--- src/rtl/dbg_unlock_pkg.sv ---
package dbg_unlock_pkg;

  typedef enum logic [2:0] {
    RX_WAIT_HIGH,
    RX_ABAUD_IDLE,
    RX_ABAUD_LOW,
    RX_IDLE,
    RX_START,
    RX_DATA,
    RX_STOP
  } rx_state_e;

  localparam int KEY_LEN = 4;

  function automatic logic [7:0] key_byte(input logic [1:0] idx);
    case (idx)
      2'd0:    key_byte = 8'hEB;
      2'd1:    key_byte = 8'h5A;
      2'd2:    key_byte = 8'h70;
      default: key_byte = 8'hCD;
    endcase
  endfunction

endpackage

--- src/rtl/dbg_sync.sv ---
module dbg_sync (
  input  logic clk_i,
  input  logic rst_ni,
  input  logic d_i,
  output logic q_o
);
  logic meta_q, sync_q;

  // idle level of the line is high
  always_ff @(posedge clk_i or negedge rst_ni) begin
    if (!rst_ni) begin
      meta_q <= 1'b1;
      sync_q <= 1'b1;
    end else begin
      meta_q <= d_i;
      sync_q <= meta_q;
    end
  end

  assign q_o = sync_q;
endmodule

--- src/rtl/dbg_arm_timer.sv ---
module dbg_arm_timer #(
  parameter int ARM_CYCLES = 100000
) (
  input  logic clk_i,
  input  logic rst_ni,
  input  logic ext_rst_ni,
  output logic armed_o
);
  localparam int CW = $clog2(ARM_CYCLES + 1);

  logic [CW-1:0] cnt_q;

  always_ff @(posedge clk_i or negedge rst_ni) begin
    if (!rst_ni)                          cnt_q <= '0;
    else if (ext_rst_ni)                  cnt_q <= '0;
    else if (cnt_q != CW'(ARM_CYCLES))    cnt_q <= cnt_q + 1'b1;
  end

  assign armed_o = (cnt_q == CW'(ARM_CYCLES));

  AST_ARMED_IN_RESET: assert property (@(posedge clk_i) disable iff (!rst_ni)
    armed_o |-> !$past(ext_rst_ni));
endmodule

--- src/rtl/dbg_break_det.sv ---
module dbg_break_det #(
  parameter int BREAK_CYCLES = 40000
) (
  input  logic clk_i,
  input  logic rst_ni,
  input  logic line_i,
  output logic brk_o
);
  localparam int BW = $clog2(BREAK_CYCLES + 1);

  logic [BW-1:0] low_q;

  always_ff @(posedge clk_i or negedge rst_ni) begin
    if (!rst_ni)                          low_q <= '0;
    else if (line_i)                      low_q <= '0;
    else if (low_q != BW'(BREAK_CYCLES))  low_q <= low_q + 1'b1;
  end

  assign brk_o = (low_q == BW'(BREAK_CYCLES));

  AST_BRK_NEEDS_LOW: assert property (@(posedge clk_i) disable iff (!rst_ni)
    brk_o |-> !$past(line_i));
  AST_BRK_HOLDS: assert property (@(posedge clk_i) disable iff (!rst_ni)
    (brk_o && !line_i) |=> brk_o);
endmodule

--- src/rtl/dbg_rx_core.sv ---
module dbg_rx_core
  import dbg_unlock_pkg::*;
#(
  parameter int CNT_W = 12
) (
  input  logic             clk_i,
  input  logic             rst_ni,
  input  logic             clr_i,
  input  logic             line_i,
  output logic [CNT_W-1:0] period_o,
  output logic             hit_o
);
  localparam int LW = CNT_W + 3;
  localparam int IW = $clog2(KEY_LEN);

  rx_state_e        state_q;
  logic [LW-1:0]    cnt_q;
  logic [CNT_W-1:0] period_q;
  logic [7:0]       shreg_q;
  logic [2:0]       bit_q;
  logic [IW-1:0]    idx_q;
  logic             hit_q;

  logic [LW-1:0] half_w, full_w;
  assign full_w = {3'b000, period_q};
  assign half_w = {4'b0000, period_q[CNT_W-1:1]};

  always_ff @(posedge clk_i or negedge rst_ni) begin
    if (!rst_ni) begin
      state_q  <= RX_WAIT_HIGH;
      cnt_q    <= '0;
      period_q <= '0;
      shreg_q  <= '0;
      bit_q    <= '0;
      idx_q    <= '0;
      hit_q    <= 1'b0;
    end else begin
      hit_q <= 1'b0;
      if (clr_i) begin
        state_q <= RX_WAIT_HIGH;
      end else begin
        unique case (state_q)
          RX_WAIT_HIGH: if (line_i) state_q <= RX_ABAUD_IDLE;
          RX_ABAUD_IDLE: if (!line_i) begin
            state_q <= RX_ABAUD_LOW;
            cnt_q   <= LW'(1);
          end
          RX_ABAUD_LOW: begin
            if (!line_i) begin
              if (cnt_q != {LW{1'b1}}) cnt_q <= cnt_q + 1'b1;
            end else if (cnt_q[LW-1:3] >= CNT_W'(2)) begin
              period_q <= cnt_q[LW-1:3];
              idx_q    <= '0;
              state_q  <= RX_IDLE;
            end else begin
              state_q  <= RX_ABAUD_IDLE;
            end
          end
          RX_IDLE: if (!line_i) begin
            state_q <= RX_START;
            cnt_q   <= LW'(1);
          end
          RX_START: begin
            if (cnt_q == half_w) begin
              if (line_i) state_q <= RX_IDLE; // glitch, not a start bit
              else begin
                state_q <= RX_DATA;
                cnt_q   <= LW'(1);
                bit_q   <= '0;
              end
            end else cnt_q <= cnt_q + 1'b1;
          end
          RX_DATA: begin
            if (cnt_q == full_w) begin
              shreg_q <= {line_i, shreg_q[7:1]};
              cnt_q   <= LW'(1);
              if (bit_q == 3'd7) state_q <= RX_STOP;
              else               bit_q   <= bit_q + 1'b1;
            end else cnt_q <= cnt_q + 1'b1;
          end
          RX_STOP: begin
            if (cnt_q == full_w) begin
              if (!line_i) state_q <= RX_WAIT_HIGH;
              else if (shreg_q == key_byte(idx_q)) begin
                if (idx_q == IW'(KEY_LEN - 1)) begin
                  hit_q   <= 1'b1;
                  state_q <= RX_WAIT_HIGH;
                end else begin
                  idx_q   <= idx_q + 1'b1;
                  state_q <= RX_IDLE;
                end
              end else state_q <= RX_WAIT_HIGH;
            end else cnt_q <= cnt_q + 1'b1;
          end
          default: state_q <= RX_WAIT_HIGH;
        endcase
      end
    end
  end

  assign period_o = period_q;
  assign hit_o    = hit_q;

  AST_PERIOD_VALID: assert property (@(posedge clk_i) disable iff (!rst_ni)
    (state_q inside {RX_IDLE, RX_START, RX_DATA, RX_STOP}) |-> (period_q >= CNT_W'(2)));
endmodule

--- src/rtl/dbg_unlock_det.sv ---
module dbg_unlock_det #(
  parameter int ARM_CYCLES   = 100000,
  parameter int BREAK_CYCLES = 40000,
  parameter int CNT_W        = 12
) (
  input  logic             clk_i,
  input  logic             rst_ni,
  input  logic             ext_rst_ni,
  input  logic             pin_i,
  output logic             unlock_o,
  output logic             pin_sel_o,
  output logic [CNT_W-1:0] bit_period_o
);
  logic line, armed, brk, rx_clr, key_hit, unlock_q;

  dbg_sync u_sync (
    .clk_i (clk_i), .rst_ni(rst_ni), .d_i(pin_i), .q_o(line)
  );

  dbg_arm_timer #(.ARM_CYCLES(ARM_CYCLES)) u_arm (
    .clk_i (clk_i), .rst_ni(rst_ni), .ext_rst_ni(ext_rst_ni), .armed_o(armed)
  );

  dbg_break_det #(.BREAK_CYCLES(BREAK_CYCLES)) u_brk (
    .clk_i (clk_i), .rst_ni(rst_ni), .line_i(line), .brk_o(brk)
  );

  assign rx_clr = !armed || brk;

  dbg_rx_core #(.CNT_W(CNT_W)) u_rx (
    .clk_i   (clk_i),
    .rst_ni  (rst_ni),
    .clr_i   (rx_clr),
    .line_i  (line),
    .period_o(bit_period_o),
    .hit_o   (key_hit)
  );

  // cleared by power-on reset only
  always_ff @(posedge clk_i or negedge rst_ni) begin
    if (!rst_ni)      unlock_q <= 1'b0;
    else if (key_hit) unlock_q <= 1'b1;
  end

  assign unlock_o  = unlock_q;
  assign pin_sel_o = unlock_q && ext_rst_ni;

  AST_UNLOCK_STICKY: assert property (@(posedge clk_i) disable iff (!rst_ni)
    unlock_q |=> unlock_q);
  AST_HIT_WHEN_ARMED: assert property (@(posedge clk_i) disable iff (!rst_ni)
    key_hit |-> $past(armed));
  AST_HIT_NOT_IN_BREAK: assert property (@(posedge clk_i) disable iff (!rst_ni)
    key_hit |-> !$past(brk));
endmodule

--- config.mk ---
export PLATFORM = sky130hd
export DESIGN_NAME = dbg_unlock_det
export DESIGN_NICKNAME = d
export VERILOG_FILES = /design/src/rtl/dbg_unlock_pkg.sv /design/src/rtl/dbg_sync.sv /design/src/rtl/dbg_arm_timer.sv /design/src/rtl/dbg_break_det.sv /design/src/rtl/dbg_rx_core.sv /design/src/rtl/dbg_unlock_det.sv
export SDC_FILE = /design/constraint.sdc
export NUM_CORES = 1
export LEC_CHECK = 0
export ABC_CLOCK_PERIOD_IN_PS = 3200
export BUFFER_PORTS_ARGS = -buffer_cell sky130_fd_sc_hd__clkbuf_2
export CAP_MARGIN = 40
export CORE_MARGIN = 5
export CORE_UTILIZATION = 55
export CTS_CLUSTER_DIAMETER = 50
export DETAILED_ROUTE_END_ITERATION = 10
export PLACE_DENSITY_LB_ADDON = 0.1
export SLEW_MARGIN = 5
export SYNTH_ARGS = -nofsm -noshare
export SYNTH_HDL_FRONTEND = slang
export SYNTH_SLANG_ARGS = --single-unit
--- constraint.sdc ---
create_clock -name clk_i -period 3.2 [get_ports clk_i]
set_clock_uncertainty 0.2 [all_clocks]
set_input_delay 0.16 -clock clk_i [delete_from_list [all_inputs] [get_ports clk_i]]
set_output_delay 0.16 -clock clk_i [all_outputs]
set_load 0.05 [all_outputs]
**Yosys cells after proc, flatten, opt, wreduce, memory -nomap -nowiden**

Cells that the tools add are included.
Widths: inputs -> output; s select.

- Add/sub/neg operators: 5
- Magnitude comparators: 1
- Eq/ne operators: 39
- Muxes and demuxes: 49
- Bitwise operators: 1
- Reduce and logical (&&, ||, !) cells: 17

Operators by type and width:

| cell | number |
|---|---|
| $mux 15 | 6 |
| $pmux 15 s5 | 1 |
| $mux 3 | 15 |
| $mux 17 | 2 |
| $mux 16 | 2 |
| $mux 8 | 4 |
| $pmux 8 s3 | 1 |
| $pmux 3 s7 | 1 |
| $mux 2 | 9 |
| $add 17x1->17 const B | 1 |
| $eq 17x17->1 const B | 1 |
| $ne 17x17->1 const B | 1 |
| $add 16x1->16 const B | 1 |
| $eq 16x16->1 const B | 1 |
| $ne 16x16->1 const B | 1 |
| $reduce_and 8->1 | 2 |
| $add 15x1->15 const B | 1 |
| $eq 15x11->1 | 1 |
| $eq 15x12->1 | 1 |
| $ne 15x15->1 const B | 1 |
| $ne 2x2->1 const B | 7 |
| $eq 3x3->1 const B | 4 |
| $ge 12x2->1 const B | 1 |
| $ne 2x1->1 const B | 6 |
| other kinds (25) | 41 |

- Register bits after elaboration: 80
- Input bits: 4
- Output and inout port bits: 14

**Depth between registers and ports, before layout**

- Depth after elaboration: 12
- Depth in mapped cells: 10
- Gate-level depth less buffers: 8

**Modules after synthesis**

From an unflattened synthesis, not the netlist that was laid out.

- Cell total of the unflattened synthesis: 477
- Area total of the unflattened synthesis: 4,749.6 µm²

Modules (own cells, without submodules):

| module | times used | cells each | area each (µm²) |
|---|---|---|---|
| dbg_rx_core | 1 | 279 | 2,756.4 |
| dbg_arm_timer | 1 | 97 | 977.2 |
| dbg_break_det | 1 | 95 | 918.4 |
| dbg_sync | 1 | 2 | 52.6 |
| dbg_unlock_det | 1 | 4 | 45.0 |

**Worst setup path after synthesis**

OpenSTA, ideal clock, no wires.

- Path kind: reg-to-reg
- Start point: reg u_rx.period_q[1], in the netlist u_rx.period_o[1]
- End point: reg u_rx.idx_q[0]
- Setup time: 79 ps
- Arrival time: 2,371 ps
- Required time: 2,921 ps
- Setup slack: 549 ps
- Cell stages (with the launch flop): 7
- Clock period less this slack: 2,651 ps
- Cell sequence: dfrtp_1 > xor2_1 > nor4_2 > nand4_2 > or4_4 > a211oi_4 > mux2i_1

- Longest elaborated chain between the ends: 3

RTL lines:

| what | RTL line | source |
|---|---|---|
| start, declared | dbg_rx_core.sv:18 | `logic [CNT_W-1:0] period_q;` |
| start signal, assigned | dbg_rx_core.sv:52 | `period_q <= cnt_q[LW-1:3];` |
| $eq 15x12->1 | dbg_rx_core.sv:82 | `if (cnt_q == full_w) begin` |
| $ne 2x1->1 (no source line) | -- |  |
| $reduce_and 8->1 (no source line) | -- |  |
| end signal, assigned | dbg_rx_core.sv:89 | `idx_q <= idx_q + 1'b1;` |
| end, declared | dbg_rx_core.sv:21 | `logic [IW-1:0] idx_q;` |

No other way between the ends.
A chain may end at the register's enable or synchronous reset.

**Worst setup path after layout**

- Start point: reg u_arm.cnt_q[2]
- End point: reg u_rx.shreg_q[6]

- Longest elaborated chain between the ends: 5

RTL lines:

| what | RTL line | source |
|---|---|---|
| start, declared | dbg_arm_timer.sv:11 | `logic [CW-1:0] cnt_q;` |
| start signal, assigned | dbg_arm_timer.sv:16 | `else if (cnt_q != CW'(ARM_CYCLES)) cnt_q <= cnt_q + 1'b1;` |
| $eq 17x17->1 | dbg_arm_timer.sv:19 | `assign armed_o = (cnt_q == CW'(ARM_CYCLES));` |
| $logic_not 1->1 | dbg_unlock_det.sv:28 | `assign rx_clr = !armed \|\| brk;` |
| $logic_or 1x1->1 | dbg_unlock_det.sv:28 |  |
| $not 1->1 (no source line) | -- |  |
| $reduce_and 3->1 (no source line) | -- |  |
| end signal, assigned | dbg_rx_core.sv:75 | `shreg_q <= {line_i, shreg_q[7:1]};` |
| end, declared | dbg_rx_core.sv:19 | `logic [7:0] shreg_q;` |

No other way between the ends.

==> flow_metrics.py <==
metrics = {
    "die": {
        "start_util": 0.560,
        "core-area_um2": 8180,
        "fp.dieH_um": 101,
        "placementRows": 33,
        "ioPinCount": 18,
        "die_w_um": 101,
        "dieArea_um2": 10200,
    },
    "routing": {
        "routedLengthMet1_mm": 4.36,
        "wl_met2_mm": 4.54,
        "drtIter0Drc": 205,
        "wl_met3_um": 355,
        "maxUsedRoutingLayer": "met4",
        "routed_via_density": 5.74,
        "vias": 3398,
        "wirelength_mm": 9.37,
        "routedWlPerCell_um": 15.8,
        "drc": 0,
        "drt_first_pass_iters": 4,
        "ant_nets": 0,
    },
    "grt": {
        "grt_first_pass_wirelength_mm": 16.8,
        "grt_pass1_vias": 3558,
        "grt_start_max_net_pins": 46,
        "antenna_found_initial": 0,
        "grtUsageTotal": 0.203,
        "grt_overflow": 0,
    },
    "layout": {
        "final_cell_area_um2": 4970,
        "final_cell_mix": "dfrtp_1 (78), nor2_1 (58), xor2_1 (42)",
        "area_delta_synth_final_pct": 8.70,
        "final_util": 0.608,
        "fill_cells": 694,
        "antenna_cells": 0,
        "layout_commonest_cell": "dfrtp_1",
        "fin_cells": 592,
        "fin_nets": 499,
        "layout-drive-gt1-share": 0.101,
    },
    "logic_synthesis": {
        "synth_cell_type_count": 57,
        "synth_top_cell_area_share": 0.427,
        "netlist_area_um2": 4570,
        "synth_nets": 486,
        "synth_top_family_by_area": "simple AND/OR/NAND/NOR gates",
        "synth-seq-cells": 80,
        "syn_inst": 471,
        "synth_xor_area_frac": 0.105,
        "synth-edff-count": 0,
        "synth_compound_area_frac": 0.0739,
        "synthAdderAreaFrac": 0.0301,
        "muxShareOfSynthArea": 0.0749,
        "synth_area_leaders": "dfrtp_1 (43%), xor2_1 (8.0%), nor2_1 (4.8%)",
        "synth_top_area_cell": "dfrtp_1",
        "yosys_warnings": 0,
        "synthSimpleGateAreaFrac": 0.243,
        "synthFlopType": "dfrtp_1",
        "seq_area_frac_synth": 0.438,
        "async_reset_ff_frac": 1.00,
        "avgSynthCellArea_um2": 9.71,
    },
    "clocking": {
        "root_buffer": "clkbuf_8",
        "clock_sinks": 80,
        "cts_tree": "yes",
        "post-cts-setup-buffer-count": 0,
        "clockBufferDepth": 2,
        "clk_latency_ps": 350,
        "clk_pin_slew_ps": 80,
        "cts_made_buffers": 9,
        "htreeDepth": 3,
    },
    "timing": {
        "holdWs_ps": 27.4,
        "slew_headroom": 0.547,
        "min_period_ps": 2730,
        "setup_violations": 0,
        "max_freq_mhz": 366,
        "grt_setup_unrepaired": "false",
        "finalWorstSetupSlack_ps": 469,
        "period_share": 0.853,
        "drv_slew": 0,
        "tightest_slew_ps": 680,
        "hold_viol": 0,
        "setup_tns_ps": 0,
    },
    "placement": {
        "placed_area_um2": 4780,
        "io_buffers": 17,
        "dp_hpwl_mm": 6.67,
        "gp_congestion": 0.863,
        "post-place-ws_ps": 423,
        "dp.cells": 576,
    },
    "power_and_ir_drop": {
        "total_power_mw": 1.80,
        "ir_worst_vdd_mv": 0.198,
        "p_per_area_nw_per_um2": 361,
        "p_leak_nw": 2.35,
    },
    "min_path": {
        "hold_class": "input port to register",
        "hold_depth": 2,
    },
    "setup_path": {
        "critPathKind": "register to register",
        "crit_fanout": 9,
        "ff2ff_path_depth": 5,
        "crit_path_end_kind": "register",
        "startpoint_type": "register",
        "arrival_ps": 2770,
        "cp.required_ps": 3230,
    },
    "outcome": {
        "outcome": "finished clean",
    },
    "flow_run": {
        "drv_cap": 0,
    },
}
final timing paths:
path	from	endpoint	slack (ps)
min in group asynchronous	rst_ni	u_brk.low_q[10]$_DFFE_PN0P_	110
max	u_arm.cnt_q[2]$_DFFE_PN0P_	u_rx.shreg_q[6]$_DFFE_PN0P_	470
min	ext_rst_ni	u_arm.cnt_q[11]$_DFFE_PN0P_	30
min reg2reg	u_sync.meta_q$_DFF_PN1_	u_sync.q_o$_DFF_PN1_	160
max in group asynchronous	rst_ni	u_sync.q_o$_DFF_PN1_	2040
max reg2reg	u_arm.cnt_q[2]$_DFFE_PN0P_	u_rx.shreg_q[6]$_DFFE_PN0P_	470
Yosys cell counts, types with 13 or more instances:
cell type,n
dfrtp_1,78
inv_1,15
mux2i_1,14
a211oi_1,13
nor3_1,13
nor2_1,58
nand4_1,14
clkbuf_1,17
xnor2_1,13
mux2_1,17
nand2_1,26
nand3_1,28
and3_1,14
xor2_1,42
per-layer routing:
layer	vias to the layer above	global-route usage
met5	-	0
met2	53	0.337
met3	9	0.0420
li1	1679	-
met4	0	0.0603
met1	1657	0.270
cell families after synthesis:
logic type | Yosys count
adders and majority gates | 11
buffers and inverters | 40
xor gates and xnor gates | 55
and+or+nand+nor | 204
DFF | 80
AOI/OAI and AO/OA | 49
muxes | 32
flip-flops by register name, summed over array words and instances, names as in the netlist:
signal / flops
u_sync.meta_q: 1
u_rx.shreg_q: 8
u_rx.hit_o: 1
u_rx.bit_q: 3
u_rx.state_q: 3
u_arm.cnt_q: 17
u_rx.idx_q: 2
unlock_o: 1
u_brk.low_q: 16
u_sync.q_o: 1
u_rx.period_o: 12
u_rx.cnt_q: 15
layout make-up:
cell class / instances / area, um2 / area share
Multi-Input combinational cell: 351 / 2420 / 0.486
Sequential cell: 80 / 2000 / 0.403
Timing Repair Buffer: 27 / 188 / 0.0377
Tap cell: 105 / 131 / 0.0264
Clock buffer: 10 / 128 / 0.0257
Inverter: 15 / 56.3 / 0.0113
Clock inverter: 4 / 47.5 / 0.00956
report_power, final:
group / leakage (nW) / switching (mW) / internal (mW)
clock network: 0.0880 / 0.364 / 0.350
registers: 1.11 / 0.0125 / 1.02
logic: 1.16 / 0.0343 / 0.0179
timing repair:
item	CTS	global route
hold endpoints to repair	79	0
setup endpoints to repair	0	0
gates resized for setup	0	0
hold buffers	2	0
critical path, cell delays in order (launching register included):
cell     delay, ps
dfrtp_1        440
nor4b_1        430
and4_1         340
and2_1         320
nand4_1        430
mux2_1         460
(Power assumes the default switching activity.)
